$ cat src/rtl/serrx_pkg.sv
package serrx_pkg;

  // Master-to-frame ratio codes supplied by the ratio detector.
  typedef enum logic [1:0] {
    RATIO_256 = 2'd0,
    RATIO_384 = 2'd1,
    RATIO_512 = 2'd2,
    RATIO_BAD = 2'd3
  } ratio_e;

  // Strobes from the control to the datapath, one cycle each.
  typedef struct packed {
    logic capture;    // sample bitVal into the word under assembly
    logic bitVal;     // synchronized data bit
    logic closeWord;  // word ends after this cycle's capture
    logic closeRight; // closing word belongs to the right channel
    logic closeKeep;  // closing word is whole and may be used
    logic dropPair;   // forget any half-assembled pair
  } serrx_stb_t;

endpackage

$ cat src/rtl/serrx_sync.sv
module serrx_sync #(
  parameter int W      = 1,
  parameter int STAGES = 2
) (
  input  logic         clk,
  input  logic         rstN,
  input  logic [W-1:0] dIn,
  output logic [W-1:0] dOut
);
  localparam int CHAIN_W = W * STAGES;

  logic [CHAIN_W-1:0] chain;

  always_ff @(posedge clk or negedge rstN) begin
    if (!rstN) chain <= '0;
    else       chain <= {chain[CHAIN_W-W-1:0], dIn};
  end

  assign dOut = chain[CHAIN_W-1 -: W];
endmodule

$ cat src/rtl/serrx_ctrl.sv
module serrx_ctrl
  import serrx_pkg::*;
#(
  parameter int BASE_DIV    = 8,
  parameter int SYNC_STAGES = 2
) (
  input  logic       clk,
  input  logic       rstN,
  input  logic       sclkIn,
  input  logic       lrclkIn,
  input  logic       sdataIn,
  input  logic [1:0] ratioCode,
  output serrx_stb_t stb,
  output logic       extMode,
  output logic       modeChg
);
  localparam int DIV_LONG = 2 * BASE_DIV;
  localparam int PH_W     = $clog2(DIV_LONG);
  localparam logic [PH_W-1:0] LAST_S = PH_W'(BASE_DIV - 1);
  localparam logic [PH_W-1:0] LAST_L = PH_W'(DIV_LONG - 1);
  localparam logic [PH_W-1:0] MID_S  = PH_W'(BASE_DIV / 2 - 1);
  localparam logic [PH_W-1:0] MID_L  = PH_W'(DIV_LONG / 2 - 1);

  ratio_e ratio;
  assign ratio = ratio_e'(ratioCode);

  // Synchronize the three serial pins together so data keeps its skew to the clocks.
  logic [2:0] syncBus;
  serrx_sync #(.W(3), .STAGES(SYNC_STAGES)) i_sync (
    .clk (clk),
    .rstN(rstN),
    .dIn ({sclkIn, lrclkIn, sdataIn}),
    .dOut(syncBus)
  );

  logic sclkS, lrS, sdS, sclkD, lrD;
  assign sclkS = syncBus[2];
  assign lrS   = syncBus[1];
  assign sdS   = syncBus[0];

  always_ff @(posedge clk or negedge rstN) begin
    if (!rstN) begin
      sclkD <= 1'b0;
      lrD   <= 1'b0;
    end else begin
      sclkD <= sclkS;
      lrD   <= lrS;
    end
  end

  logic sclkRise, lrEdge, lrRise;
  assign sclkRise = sclkS & ~sclkD;
  assign lrEdge   = lrS ^ lrD;
  assign lrRise   = lrS & ~lrD;

  // Mode detection: one external edge enters, a quiet word-select period leaves.
  logic sawSclk;
  always_ff @(posedge clk or negedge rstN) begin
    if (!rstN) begin
      extMode <= 1'b0;
      sawSclk <= 1'b0;
      modeChg <= 1'b0;
    end else begin
      modeChg <= 1'b0;
      if (!extMode) begin
        if (sclkRise) begin
          extMode <= 1'b1;
          modeChg <= 1'b1;
          sawSclk <= 1'b1;
        end
      end else if (lrRise) begin
        if (!sawSclk && !sclkRise) begin
          extMode <= 1'b0;
          modeChg <= 1'b1;
        end
        sawSclk <= sclkRise;
      end else if (sclkRise) begin
        sawSclk <= 1'b1;
      end
    end
  end

  // Internal bit strobe: divide the master clock, restarted on each word-select edge.
  logic [PH_W-1:0] phase, phaseLast, phaseMid;
  always_comb begin
    if (ratio == RATIO_512) begin
      phaseLast = LAST_L;
      phaseMid  = MID_L;
    end else begin
      phaseLast = LAST_S;
      phaseMid  = MID_S;
    end
  end

  always_ff @(posedge clk or negedge rstN) begin
    if (!rstN)                   phase <= '0;
    else if (lrEdge)             phase <= '0;
    else if (phase >= phaseLast) phase <= '0;
    else                         phase <= phase + 1'b1;
  end

  logic intRise, bitStb;
  assign intRise = (ratio != RATIO_BAD) && !lrEdge && (phase == phaseMid);
  assign bitStb  = extMode ? sclkRise : intRise;

  // Framing: the first strobe after a word-select edge is the slot that closes the old word.
  logic slotArmed, closeChan, wordOk;
  always_ff @(posedge clk or negedge rstN) begin
    if (!rstN) begin
      slotArmed <= 1'b0;
      closeChan <= 1'b0;
      wordOk    <= 1'b0;
    end else begin
      if (lrEdge) begin
        slotArmed <= 1'b1;
        closeChan <= lrD;
        if (slotArmed) wordOk <= 1'b0;
      end else if (stb.closeWord) begin
        slotArmed <= 1'b0;
        wordOk    <= 1'b1;
      end
      if (modeChg) wordOk <= 1'b0;
    end
  end

  always_comb begin
    stb            = '0;
    stb.bitVal     = sdS;
    stb.capture    = bitStb && !lrEdge;
    stb.closeWord  = bitStb && !lrEdge && slotArmed;
    stb.closeRight = closeChan;
    stb.closeKeep  = wordOk && !modeChg;
    stb.dropPair   = modeChg;
  end

  // the mode pulse coincides with every flip of the mode flag and nothing else
  assert_modechg_flip_R7: assert property (@(posedge clk) disable iff (!rstN)
    modeChg == (extMode != $past(extMode)));

  // an external edge seen in internal mode moves the block to external mode
  assert_ext_entry_R5: assert property (@(posedge clk) disable iff (!rstN)
    (!extMode && sclkS && !sclkD) |=> extMode);

  // an invalid ratio yields no internal bit strobes
  assert_bad_ratio_silent_R8: assert property (@(posedge clk) disable iff (!rstN)
    (!extMode && ratioCode == 2'd3) |-> !stb.capture);

endmodule

$ cat src/rtl/serrx_dpath.sv
module serrx_dpath
  import serrx_pkg::*;
#(
  parameter int WORD_W = 24
) (
  input  logic              clk,
  input  logic              rstN,
  input  serrx_stb_t        stb,
  output logic [WORD_W-1:0] leftOut,
  output logic [WORD_W-1:0] rightOut,
  output logic              validOut
);
  localparam int PTR_W = $clog2(WORD_W + 1);
  localparam int IDX_W = $clog2(WORD_W);
  localparam logic [PTR_W-1:0] PTR_MAX = PTR_W'(WORD_W);

  logic [WORD_W-1:0] word, wordNext, leftHold;
  logic [PTR_W-1:0]  ptr;
  logic [IDX_W-1:0]  wrIdx;
  logic              haveLeft, room;

  assign room  = ptr < PTR_MAX;
  assign wrIdx = IDX_W'(WORD_W - 1) - IDX_W'(ptr);

  // Bits land at a moving position from the top, so short words stay zero-padded.
  always_comb begin
    wordNext = word;
    if (stb.capture && room) wordNext[wrIdx] = stb.bitVal;
  end

  always_ff @(posedge clk or negedge rstN) begin
    if (!rstN) begin
      word     <= '0;
      ptr      <= '0;
      leftHold <= '0;
      haveLeft <= 1'b0;
      leftOut  <= '0;
      rightOut <= '0;
      validOut <= 1'b0;
    end else begin
      validOut <= 1'b0;
      if (stb.closeWord) begin
        word <= '0;
        ptr  <= '0;
        if (stb.closeKeep) begin
          if (!stb.closeRight) begin
            leftHold <= wordNext;
            haveLeft <= 1'b1;
          end else if (haveLeft) begin
            leftOut  <= leftHold;
            rightOut <= wordNext;
            validOut <= 1'b1;
            haveLeft <= 1'b0;
          end
        end
      end else begin
        word <= wordNext;
        if (stb.capture && room) ptr <= ptr + 1'b1;
      end
      if (stb.dropPair) haveLeft <= 1'b0;
    end
  end

  // one strobe per frame, never two cycles in a row
  assert_valid_single_R2: assert property (@(posedge clk) disable iff (!rstN)
    validOut |=> !validOut);

  // samples change only together with the strobe
  assert_hold_between_R9: assert property (@(posedge clk) disable iff (!rstN)
    (leftOut != $past(leftOut) || rightOut != $past(rightOut)) |-> validOut);

  // a full word is frozen against extra bits until it closes
  assert_full_word_frozen_R4: assert property (@(posedge clk) disable iff (!rstN)
    (ptr == PTR_MAX && !stb.closeWord) |=> $stable(word));

endmodule

$ cat src/rtl/serrx_top.sv
module serrx_top
  import serrx_pkg::*;
#(
  parameter int WORD_W      = 24,
  parameter int BASE_DIV    = 8,
  parameter int SYNC_STAGES = 2
) (
  input  logic              clk,
  input  logic              rstN,
  input  logic              sclkIn,
  input  logic              lrclkIn,
  input  logic              sdataIn,
  input  logic [1:0]        ratioCode,
  output logic [WORD_W-1:0] leftSample,
  output logic [WORD_W-1:0] rightSample,
  output logic              sampleValid,
  output logic              extClkMode,
  output logic              modeChange
);
  serrx_stb_t stb;

  serrx_ctrl #(.BASE_DIV(BASE_DIV), .SYNC_STAGES(SYNC_STAGES)) i_ctrl (
    .clk      (clk),
    .rstN     (rstN),
    .sclkIn   (sclkIn),
    .lrclkIn  (lrclkIn),
    .sdataIn  (sdataIn),
    .ratioCode(ratioCode),
    .stb      (stb),
    .extMode  (extClkMode),
    .modeChg  (modeChange)
  );

  serrx_dpath #(.WORD_W(WORD_W)) i_dpath (
    .clk     (clk),
    .rstN    (rstN),
    .stb     (stb),
    .leftOut (leftSample),
    .rightOut(rightSample),
    .validOut(sampleValid)
  );
endmodule

$ cat config.mk
export PLATFORM = sky130hd
export DESIGN_NAME = serrx_top
export DESIGN_NICKNAME = d
export VERILOG_FILES = /design/src/rtl/serrx_pkg.sv /design/src/rtl/serrx_sync.sv /design/src/rtl/serrx_ctrl.sv /design/src/rtl/serrx_dpath.sv /design/src/rtl/serrx_top.sv
export SDC_FILE = /design/constraint.sdc
export NUM_CORES = 1
export LEC_CHECK = 0
export BUFFER_PORTS_ARGS = -buffer_cell sky130_fd_sc_hd__buf_2
export CORE_MARGIN = 3
export CORE_UTILIZATION = 53
export DETAILED_ROUTE_END_ITERATION = 10
export GPL_TIMING_DRIVEN = 0
export PLACE_DENSITY = 0.82
export SYNTH_ARGS = -nofsm -noshare
export SYNTH_HDL_FRONTEND = slang
export SYNTH_SLANG_ARGS = --single-unit
$ cat constraint.sdc
create_clock -name clk -period 2.3 [get_ports clk]
set_input_delay 0.575 -clock clk [delete_from_list [all_inputs] [get_ports clk]]
set_output_delay 0.575 -clock clk [all_outputs]
set_load 0.01 [all_outputs]
After elaboration in Yosys (flattened, before gate mapping)
Index checks and enable logic that the tools add are counted.

storage, ports and cells
  output and inout port bits = 51
  input port bits = 7
  word-level logic and storage cells = 91
  flip-flop bits (word level) = 121

operators by class
  order comparisons = 4
  bitwise operators = 6
  equal/unequal tests = 4
  multiplexer cells = 36
  add/sub/neg operators = 3
  reduce and logical (&&, ||, !) cells = 21

operators with widths
  operator                                                            count
  2-to-1 mux 24 bit                                                   2
  2-to-1 mux 1 bit                                                    26
  bitwise mux 24 bit                                                  1
  2-to-1 mux 4 bit                                                    3
  2-to-1 mux 5 bit                                                    2
  logical AND 1 bit                                                   8
  nonzero test 2 bit                                                  4
  < comparator 5 x 6 -> 1 bit (second input constant)                 1
  adder 5 x 1 -> 5 bit (second input constant)                        1
  demux 1 bit (select 5 bit)                                          1
  greater-or-equal comparator 5 x 1 -> 1 bit (second input constant)  1
  < comparator 5 bit (second input constant)                          1
  subtractor 5 bit (first input constant)                             1
  adder 4 x 1 -> 4 bit (second input constant)                        1
  == test 4 x 3 -> 1 bit                                              1
  greater-or-equal comparator 4 bit                                   1
  logical NOT 1 bit                                                   4
  AND reduction 2 bit                                                 2
  AND reduction 4 bit                                                 1
  2-to-1 mux 3 bit                                                    1
  != test 3 x 2 -> 1 bit (second input constant)                      1
  NOT 1 bit                                                           3
  AND reduction 3 bit                                                 1
  nonzero test 3 bit                                                  1
  other kinds (4)                                                     5

Longest topological paths before layout
Gate-level depths: netlist of run 1.

  depth in word-level cells = 10
  gate-level depth with buffers = 10

By module
From an unflattened synthesis of run 1, not the netlist that was laid out.

unflattened totals
  cell total of the unflattened synthesis = 443
  area, all modules = 4969.8 um^2

by module, submodules not included
  module       sequential area each (um^2)  area an instance (um^2)  cells each  instances
  serrx_dpath  2577.5                       4215.3                   379         1
  serrx_ctrl   300.3                        581.8                    55          1
  serrx_sync   150.1                        172.7                    9           1

Least setup slack after synthesis of run 1
Ideal clock, no wire load.

  kind = reg2reg
  from = register i_ctrl.i_sync.chain[4]
  to = register i_dpath.leftOut[10]
  path slack = 0.248 ns
  library setup time = 0.125 ns
  period minus slack after synthesis = 2.052 ns
  cell stages (with the launch flop) = 9
  arrival = 1.927 ns
  data required time = 2.175 ns
  cell sequence = dfrtp_1 ha_1 and4b_1 o22a_1 buf_2 and2_4 buf_6 buf_6 mux2_4

on the way
  word-level cells in the longest chain between the ends = 8

RTL lines
  item                                      line                                  source
  start: declaration                        serrx_sync.sv:12                      logic [CHAIN_W-1:0] chain;
  start signal: assignment                  serrx_sync.sv:16                      else chain <= {chain[CHAIN_W-W-1:0], dIn};
  XOR 1 bit (*)                             serrx_ctrl.sv:53                      assign lrEdge = lrS ^ lrD;
  logical NOT 1 bit (*)                     serrx_ctrl.sv:103, serrx_ctrl.sv:130
  logical AND 1 bit (2 in a row)            serrx_ctrl.sv:103                     assign intRise = (ratio != RATIO_BAD) && !lrEdge && (phase == phaseMid);
  2-to-1 mux 1 bit                          serrx_ctrl.sv:104                     assign bitStb = extMode ? sclkRise : intRise;
  logical AND 1 bit (*) (2 in a row)        serrx_ctrl.sv:130                     stb.closeWord = bitStb && !lrEdge && slotArmed;
  AND reduction 4 bit (no source line) (*)  -
  end signal: assignment                    serrx_dpath.sv:50                     leftOut <= leftHold;
  end: declaration                          serrx_dpath.sv:9                      output logic [WORD_W-1:0] leftOut,

Every way passes the cells marked *; elsewhere a longest branch is shown, timed or not.
A chain may end at the register's enable or synchronous reset.

Worst setup path in the final report of run 1
  from = register i_ctrl.i_sync.chain[4]
  to = register i_dpath.leftOut[11]

Same word-level chain as after synthesis.

==> flow_metrics.env, run 1 <==
export IMPL_status="complete, no violations"
export IMPL_antenna_found_initial=0
export IMPL_initial_utilization_pct=55.9
export IMPL_synth_top_area_share_pct=57.0
export IMPL_port_buffer_count=57
export IMPL_final_min_clock_period_ps=2230
export IMPL_drt_wl_total_mm=13.9
export IMPL_grt_max_degree=104
export IMPL_worstPathRequired_ps=2710
export IMPL_cts_path_max_buffers=2
export IMPL_clk_pin_slew_ps=60
export IMPL_diodes=0
export IMPL_slew_headroom_pct=53.9
export IMPL_synth_compound_area_share_pct=16.9
export IMPL_cp_max_fo=10
export IMPL_die_h_um=106
export IMPL_setup_viol=0
export IMPL_yosys_warnings=0
export IMPL_syn_nets=517
export IMPL_cts_sinks=121
export IMPL_irDropWorstVdd_uv=545
export IMPL_hold_slack_ps=149
export IMPL_clkLatencyLatePin_ps=530
export IMPL_synth_cells=503
export IMPL_drive_gt1_share_pct=23.6
export IMPL_cts_buffers=17
export IMPL_cp_end_kind="flop"
export IMPL_clock_skew_ps=10.0
export IMPL_post_cts_buffers=0
export IMPL_first_iter_violations=551
export IMPL_syn_area_per_cell_um2=10.6
export IMPL_fmax_mhz=449
export IMPL_power_density_mw_per_mm2=952
export IMPL_grt_pass1_wl_mm=22.7
export IMPL_synth_mux_area_share_pct=6.78
export IMPL_critPathKind="flop to flop"
export IMPL_syn_area_mm2=0.00532
export IMPL_area_delta_synth_final_pct=21.4
export IMPL_routedWlPerCell_um=19.2
export IMPL_ant_nets=0
export IMPL_rr_worst_depth=8
export IMPL_synth_top_family_by_area="compound AO/OA/AOI/OAI gates"
export IMPL_drv_slew=0
export IMPL_yosysTopAreaCell="dfrtp_1"
export IMPL_cts_tree="done"
export IMPL_ys_ff_latch=121
export IMPL_vias=4511
export IMPL_hold_path_class="input port to flop"
export IMPL_finalNetCount=595
export IMPL_dr_pass1_iters=6
export IMPL_worstMarginPinSlew_ps=690
export IMPL_hpwl_mm=8.65
export IMPL_tns_ps=0
export IMPL_cp_start_kind="flop"
export IMPL_rows=35
export IMPL_io_pins=58
export IMPL_grt_pass1_vias=4477
export IMPL_synthSimpleGateAreaFrac_pct=13.2
export IMPL_grt_overflow=0
export IMPL_final_common_cell="dfrtp_1"
export IMPL_grt_total_usage_pct=25.8
export IMPL_cts_root_buf="clkbuf_8"
export IMPL_synth_adder_area_share_pct=1.65
export IMPL_yosysUniqueCellTypes=38
export IMPL_synthXorXnorAreaFrac_pct=0.330
export IMPL_gp_congestion=0.968
export IMPL_die_w_um=106
export IMPL_hold_viol=0
export IMPL_htreeDepth=4
export IMPL_die_area_mm2=0.0113
export IMPL_crit_arrival_ps=2640
export IMPL_post_route_period_util_pct=96.8
export IMPL_synth_top_cells_by_area="dfrtp_1, a21oi_1, mux2_4"
export IMPL_layout_common_cells="dfrtp_1, a21oi_1, buf_2"
export IMPL_viasPerCell=6.24
export IMPL_remaining_drc_errors=0
export IMPL_core_region_area_mm2=0.00950
export IMPL_power_leakage_uw=0.00310
export IMPL_r2r_slack_ps=70
export IMPL_min_path_cells=1
export IMPL_maxCapViolCount=0
export IMPL_ys_seq_area_share_pct=57.0
cells by family after synthesis:
| group | after synthesis |
|---|---|
| compound gates | 167 |
| simple gates | 136 |
| flops | 121 |
| buf+inv | 46 |
| mux | 24 |
| fa+ha+maj | 7 |
| xor+xnor | 2 |
power breakdown:
group / leakage, uW / switching (uW) / internal [uW]
combinational: 0.00120 / 617 / 311
sequential: 0.00163 / 176 / 2390
clock: 0.000274 / 969 / 1680
layer usage:
layer	GRT usage (%)	part of all wire (%)	vias up
met2	40.5	48	285
li1	-	-	1972
met4	10.9	2.8	0
met1	34.5	40	2206
met3	6.01	9.2	48
met5	0	0	-
path summary, 6_finish.rpt:
| check | startpoint | to |
|---|---|---|
| worst max register to register | i_ctrl.i_sync.chain[4] | i_dpath.leftOut[11] |
| max in group asynchronous | rstN | i_dpath.rightOut[12] |
| worst max-delay path | i_ctrl.i_sync.chain[4] | i_dpath.leftOut[11] |
| min in group asynchronous | rstN | i_dpath.leftOut[1] |
| worst min-delay path | lrclkIn | i_ctrl.i_sync.chain[1] |
| worst min register to register | i_ctrl.i_sync.chain[0] | i_ctrl.i_sync.chain[3] |
final cells by class:
cell class | instances | area [um2]
Clock inverter | 11 | 148
Buffer | 38 | 214
Timing Repair Buffer | 59 | 329
Fill cell | 687 | 3050
Clock buffer | 21 | 439
Multi-Input combinational cell | 336 | 2100
Sequential cell | 121 | 3030
Inverter | 8 | 30.0
Tap cell | 129 | 161
cell usage after synthesis:
| cell | n |
|---|---|
| o22ai_2 | 1 |
| a41oi_1 | 1 |
| buf_6 | 5 |
| and4_1 | 7 |
| mux2_4 | 24 |
| a311oi_1 | 1 |
| o22a_1 | 1 |
| nand2b_1 | 4 |
| nor2_1 | 8 |
| inv_1 | 8 |
| nor3_1 | 23 |
| a31oi_1 | 25 |
| xnor2_1 | 1 |
| and3_1 | 17 |
| and4b_1 | 1 |
| nor3b_1 | 1 |
| clkbuf_1 | 25 |
| nor2b_1 | 7 |
| ha_1 | 7 |
| and4bb_1 | 1 |
| or4_1 | 1 |
| and2_4 | 1 |
| xor2_1 | 1 |
| nand2_1 | 49 |
| a31o_2 | 1 |
| buf_1 | 1 |
| o21ai_0 | 32 |
| o21bai_1 | 1 |
| and3b_1 | 1 |
| o31ai_1 | 1 |
| a21oi_1 | 102 |
| nand4_1 | 1 |
| buf_2 | 7 |
| nand3_1 | 10 |
| a311o_1 | 1 |
| and2_1 | 3 |
| dfrtp_1 | 121 |
| nand3b_1 | 1 |
state kept, by name, indices dropped and copies added, names as in the netlist, 4 cells and up:
register	count
i_ctrl.i_sync.chain	6
i_ctrl.phase	4
i_dpath.leftHold	24
i_dpath.leftOut	24
i_dpath.ptr	5
i_dpath.rightOut	24
i_dpath.word	24
through the flow:
| step | cells | power, uW | area [um2] | util (%) | setup slack [ps] |
|---|---|---|---|---|---|
| 6_report | 723 | 6140 | 6450 | 67.9 | 73.0 |
| 3_5_place_dp | 690 | 3470 | 5800 | 61.0 | -124 |
| 4_1_cts | 723 | 6110 | 6410 | 67.4 | 27.8 |
| 3_3_place_gp | 689 | 3410 | 5760 | 60.6 | -805 |
| 5_1_grt | 723 | 6370 | 6450 | 67.9 | -16.4 |
| 2_1_floorplan | 503 | 3120 | 5320 | - | 248 |
repair_timing:
item                       CTS  global route
gates cloned                 0             0
setup endpoints to repair   83            91
pin swaps                    0             0
gates resized for setup      8            18
hold endpoints to repair    18             0
hold buffers                 1             0
critical path, stage by stage (launching register included):
cell and delay (ps):
dfrtp_1 410, ha_4 320, and4b_2 290, o22a_1 150
buf_4 170, and2_4 150, buf_6 110, buf_8 180
mux2_4 320
Note: power is estimated with default switching activity, not from simulation.
==> run 2, diff against run 1 <==
--- a/config.mk
+++ b/config.mk
@@ -11,6 +11,7 @@
 export DETAILED_ROUTE_END_ITERATION = 10
 export GPL_TIMING_DRIVEN = 0
 export PLACE_DENSITY = 0.82
+export RECOVER_POWER = 25
 export SYNTH_ARGS = -nofsm -noshare
 export SYNTH_HDL_FRONTEND = slang
 export SYNTH_SLANG_ARGS = --single-unit
==> constraint.sdc (replaced) <==
create_clock -name clk -period 2.7 [get_ports clk]
set_input_delay 0.675 -clock clk [delete_from_list [all_inputs] [get_ports clk]]
set_output_delay 0.675 -clock clk [all_outputs]
set_load 0.01 [all_outputs]
==> run 2 against run 1 <==
Against the previous run:
- via count down 0.86%
- maximum frequency down 12%
- die area unchanged
- cell count unchanged
- critical endpoint is now i_dpath.word[15]
- setup slack better by 97 ps
- global-route usage down 0.066 points
- total power down 15%
- highest routed layer unchanged
==> flow_metrics.env, run 2 (same netlist as run 1, synthesis figures left out) <==
export IMPL_initial_utilization_pct=55.9
export IMPL_viasPerCell=6.19
export IMPL_critical_path_buf_inv_count=1
export IMPL_critPathKind="flop to flop"
export IMPL_power_total_uw=5200
export IMPL_drv_slew=0
export IMPL_top_layer="met4"
export IMPL_power_leakage_uw=0.00306
export IMPL_cp_end_kind="flop"
export IMPL_diodes=0
export IMPL_slowest_delay_ps=500
export IMPL_rsz0062_at_grt="false"
export IMPL_hpwl_mm=8.65
export IMPL_drt_wl_total_mm=13.7
export IMPL_critPathSlowestCell="clkbuf_1"
export IMPL_path_cells="ha_1 -> and4b_1 -> o22ai_2 -> clkbuf_1 -> o21ai_0 -> a21oi_1"
export IMPL_dr_wl_met3_mm=1.24
export IMPL_cts_root_buf="clkbuf_8"
export IMPL_die_h_um=106
export IMPL_clkLatencyLatePin_ps=530
export IMPL_rows=35
export IMPL_status="complete, no violations"
export IMPL_maxCapViolCount=0
export IMPL_port_buffer_count=57
export IMPL_finalNetCount=595
export IMPL_worstPathRequired_ps=3140
export IMPL_clk_pin_slew_ps=60
export IMPL_die_area_mm2=0.0113
export IMPL_remaining_drc_errors=0
export IMPL_grt_overflow=0
export IMPL_grt_pass1_vias=4484
export IMPL_place_area_mm2=0.00580
export IMPL_first_iter_violations=643
export IMPL_grt_pass1_wl_mm=22.6
export IMPL_crit_arrival_ps=2970
export IMPL_cp_max_fo=10
export IMPL_htreeDepth=4
export IMPL_design_area_mm2=0.00637
export IMPL_final_min_clock_period_ps=2530
export IMPL_setup_viol=0
export IMPL_dr_wl_met2_mm=6.61
export IMPL_vias=4472
export IMPL_tns_ps=0
export IMPL_cts_sinks=121
export IMPL_r2r_slack_ps=170
export IMPL_layout_common_cells="dfrtp_1, a21oi_1, buf_2"
export IMPL_post_route_period_util_pct=93.7
export IMPL_die_w_um=106
export IMPL_irDropWorstVdd_uv=457
export IMPL_grt_max_degree=104
export IMPL_fmax_mhz=395
export IMPL_instances_no_fill=723
export IMPL_cts_path_max_buffers=2
export IMPL_r2r_start="i_ctrl.i_sync.chain[4]"
export IMPL_area_delta_synth_final_pct=19.8
export IMPL_grt_total_usage_pct=25.7
export IMPL_rr_endpoint="i_dpath.word[15]"
export IMPL_io_pins=58
export IMPL_final_common_cell="dfrtp_1"
export IMPL_worstMarginPinSlew_ps=1040
export IMPL_core_region_area_mm2=0.00950
export IMPL_gp_congestion=0.968
export IMPL_cp_start_kind="flop"
export IMPL_dp_cells=690
export IMPL_utilization_pct=67.0
export IMPL_cp_startpoint="i_ctrl.i_sync.chain[4]"
export IMPL_routedWlPerCell_um=18.9
export IMPL_dr_pass1_iters=7
export IMPL_drive_gt1_share_pct=21.0
export IMPL_slew_headroom_pct=30.8
export IMPL_hold_path_class="input port to flop"
export IMPL_crit_end="i_dpath.word[15]"
export IMPL_clock_skew_ps=7.90
export IMPL_critPathTopFamily="compound AO/OA/AOI/OAI gates"
export IMPL_hold_viol=0
export IMPL_m1WireLength_mm=5.40
export IMPL_cts_buffers=17
export IMPL_power_density_mw_per_mm2=816
export IMPL_post_cts_buffers=0
export IMPL_antenna_found_initial=0
export IMPL_ant_nets=0
export IMPL_crit_cells=6
export IMPL_cts_tree="done"
export IMPL_rr_worst_depth=6
-- run 2: cell types whose count changed in the layout (fill, tap and decap cells not counted), sizes merged --
cell	before	now
buf	71	70
clkbuf	46	47
-- run 2: metal layers --
metal / global-route usage (%) / vias up
li1: - / 1974
met1: 34.3 / 2192
met2: 40.3 / 257
met3: 6.01 / 49
met4: 11.4 / 0
met5: 0 / -
-- run 2: final cells by class --
| type | count | area, um2 |
|---|---|---|
| fillers | 701 | 3130 |
| clock buffers | 21 | 439 |
| multi-input cells | 336 | 2070 |
| repair buffers | 59 | 305 |
| well taps | 129 | 161 |
| clock inverters | 11 | 148 |
| plain buffers | 38 | 189 |
| inverters | 8 | 30.0 |
| flip-flops and latches | 121 | 3030 |
-- run 2: stage by stage --
step | hold WS [ps] | worst slack [ps]
after global placement | 333 | -505
after floorplan | 331 | 648
final | 253 | 170
after global routing | 246 | 44.4
after CTS | 242 | 222
after detailed placement | 336 | 260
-- run 2: timing repair --
item,4_1_cts,5_1_grt
hold buffers,1,0
setup endpoints to repair,0,0
hold endpoints to repair,18,0
resized for setup,0,0
-- run 2: how the worst min path moves through the flow --
| stage | start | to | slack (ps) | depth (start not counted) |
|---|---|---|---|---|
| 2_1_floorplan | i_ctrl.i_sync.chain[0] | i_ctrl.i_sync.chain[3] | 330 | 0 |
| 3_3_place_gp | i_ctrl.i_sync.chain[0] | i_ctrl.i_sync.chain[3] | 330 | 0 |
| 3_5_place_dp | i_ctrl.i_sync.chain[0] | i_ctrl.i_sync.chain[3] | 340 | 0 |
| 4_1_cts | lrclkIn | i_ctrl.i_sync.chain[1] | 240 | 1 |
| 5_1_grt | lrclkIn | i_ctrl.i_sync.chain[1] | 250 | 1 |
| 6_report | lrclkIn | i_ctrl.i_sync.chain[1] | 250 | 1 |
-- run 2: power breakdown --
part	total (uW)	internal [uW]	switching (uW)
sequential	2190	2040	148
combinational	769	250	519
clock	2240	1430	811
==> run 3, diff against run 2 <==
--- a/config.mk
+++ b/config.mk
@@ -6,7 +6,7 @@
 export NUM_CORES = 1
 export LEC_CHECK = 0
 export BUFFER_PORTS_ARGS = -buffer_cell sky130_fd_sc_hd__buf_2
-export CORE_MARGIN = 3
+export CORE_MARGIN = 2
 export CORE_UTILIZATION = 53
 export DETAILED_ROUTE_END_ITERATION = 10
 export GPL_TIMING_DRIVEN = 0
==> run 3 against run 2 <==
Against the previous run:
- sequential power about the same
- clock power is 2% lower
- largest cell class unchanged
- register-to-register slack better by 80 ps
- critical path type unchanged
- largest power group unchanged
==> flow_metrics.env, run 3 (same netlist as run 1, synthesis figures left out) <==
export IMPL_vias=4292
export IMPL_clock_skew_ps=8.73
export IMPL_pre_cts_slack_ps=215
export IMPL_drive_gt1_share_pct=21.1
export IMPL_post_route_period_util_pct=90.7
export IMPL_io_pins=58
export IMPL_die_w_um=104
export IMPL_cts_tree="done"
export IMPL_grt_busiest_layer="met2"
export IMPL_status="complete, no violations"
export IMPL_worstPathRequired_ps=3100
export IMPL_first_iter_violations=378
export IMPL_gp_congestion=0.902
export IMPL_ant_nets=0
export IMPL_rsz0062_at_grt="false"
export IMPL_hold_viol=0
export IMPL_layout_setup_ws_ps=252
export IMPL_holdCritStartpoint="lrclkIn"
export IMPL_hpwl_mm=8.87
export IMPL_initial_utilization_pct=54.4
export IMPL_area_delta_synth_final_pct=19.4
export IMPL_grt_util_met3_pct=6.58
export IMPL_die_area_mm2=0.0108
export IMPL_cts_buffers=17
export IMPL_grt_max_degree=63
export IMPL_regArea_mm2=0.00303
export IMPL_power_leakage_uw=0.00306
export IMPL_final_min_clock_period_ps=2450
export IMPL_cts_root_buf="clkbuf_8"
export IMPL_fillCellCount=787
export IMPL_design_area_mm2=0.00634
export IMPL_port_buffer_count=57
export IMPL_power_density_mw_per_mm2=811
export IMPL_crit_arrival_ps=2840
export IMPL_clkLatencyLatePin_ps=530
export IMPL_htreeDepth=4
export IMPL_clk_pin_slew_ps=60
export IMPL_slowest_delay_ps=610
export IMPL_dp_cells=694
export IMPL_viasPerCell=5.91
export IMPL_irDropWorstVdd_uv=401
export IMPL_fmax_mhz=408
export IMPL_antenna_found_initial=0
export IMPL_hold_path_class="input port to flop"
export IMPL_drt_wl_total_mm=13.3
export IMPL_diodes=0
export IMPL_cts_path_max_buffers=2
export IMPL_remaining_drc_errors=0
export IMPL_critPathSlowestCell="nor2_1"
export IMPL_rows=36
export IMPL_hold_slack_ps=259
export IMPL_cp_start_kind="flop"
export IMPL_cp_startpoint="i_ctrl.i_sync.chain[4]"
export IMPL_cp_max_fo=10
export IMPL_cp_end_kind="flop"
export IMPL_die_h_um=104
export IMPL_grt_pass1_wl_mm=21.9
export IMPL_finalNetCount=594
export IMPL_grt_overflow=0
export IMPL_path_cells="ha_1 -> and4b_1 -> o22ai_2 -> nor2_1 -> buf_2 -> a21oi_1"
export IMPL_instances_no_fill=726
export IMPL_multiInputGateArea_mm2=0.00207
export IMPL_r2r_start="i_ctrl.i_sync.chain[4]"
export IMPL_grt_util_met1_pct=34.0
export IMPL_setup_viol=0
export IMPL_drv_slew=0
export IMPL_tns_ps=0
export IMPL_routedWlPerCell_um=18.3
export IMPL_cts_sinks=121
export IMPL_ctsHoldBuffers=0
export IMPL_place_area_mm2=0.00580
export IMPL_slew_headroom_pct=4.95
export IMPL_final_common_cell="dfrtp_1"
export IMPL_dr_pass1_iters=5
export IMPL_grt_total_usage_pct=25.9
export IMPL_critPathKind="flop to flop"
export IMPL_core_region_area_mm2=0.00977
export IMPL_layout_common_cells="dfrtp_1, a21oi_1, buf_2"
export IMPL_met2_usage_pct=40.9
export IMPL_maxCapViolCount=0
export IMPL_grt_pass1_vias=4335
export IMPL_worstMarginPinSlew_ps=1430
run 3: worst paths after layout:
path                                     endpoint  slack, ps  cells after the start
max                              i_dpath.word[16]        250                      6
min                        i_ctrl.i_sync.chain[1]        260                      1
max reg2reg                      i_dpath.word[16]        250                      6
min reg2reg                i_ctrl.i_sync.chain[5]        340                      0
max in group asynchronous         i_dpath.word[7]        570                      2
min in group asynchronous    i_dpath.rightOut[20]        490                      1
run 3: through the flow:
stage / utilization [%] / total power [uW]
after floorplan: - / 2660
after global placement: 59.0 / 2930
after detailed placement: 59.3 / 2970
after CTS: 65.2 / 5170
after global routing: 64.9 / 5360
final: 64.9 / 5140
run 3: routing by layer:
layer | wire [um] | vias up
met4 | 255 | 0
met5 | 0 | -
met2 | 6370 | 186
met3 | 946 | 27
met1 | 5750 | 2103
li1 | - | 1976
run 3: what timing repair did:
action / CTS / global route
resized for setup: 0 / 2
buffers inserted: 0 / 0
setup endpoints to repair: 0 / 1
run 3: area by class of cell:
| class | instances | share of cell area [%] |
|---|---|---|
| Buffer | 38 | 3.00 |
| Clock buffer | 23 | 7.04 |
| Clock inverter | 9 | 1.93 |
| Inverter | 8 | 0.473 |
| Multi-Input combinational cell | 336 | 32.6 |
| Sequential cell | 121 | 47.7 |
| Tap cell | 133 | 2.62 |
| Timing Repair Buffer | 58 | 4.61 |
run 3: worst max-delay path, delay by kind of cell, from the launching register on:
| family | cells | cell delay (ps) |
|---|---|---|
| AOI/OAI and AO/OA | 2 | 270 |
| adders and majority gates | 1 | 410 |
| buffers and inverters | 1 | 380 |
| DFF | 1 | 380 |
| and+or+nand+nor | 2 | 890 |
run 3: report_power, final:
group / switching [uW] / total, uW / internal, uW
combinational: 519 / 767 / 248
sequential: 144 / 2180 / 2040
clock: 775 / 2200 / 1420
total: 1440 / 5140 / 3710
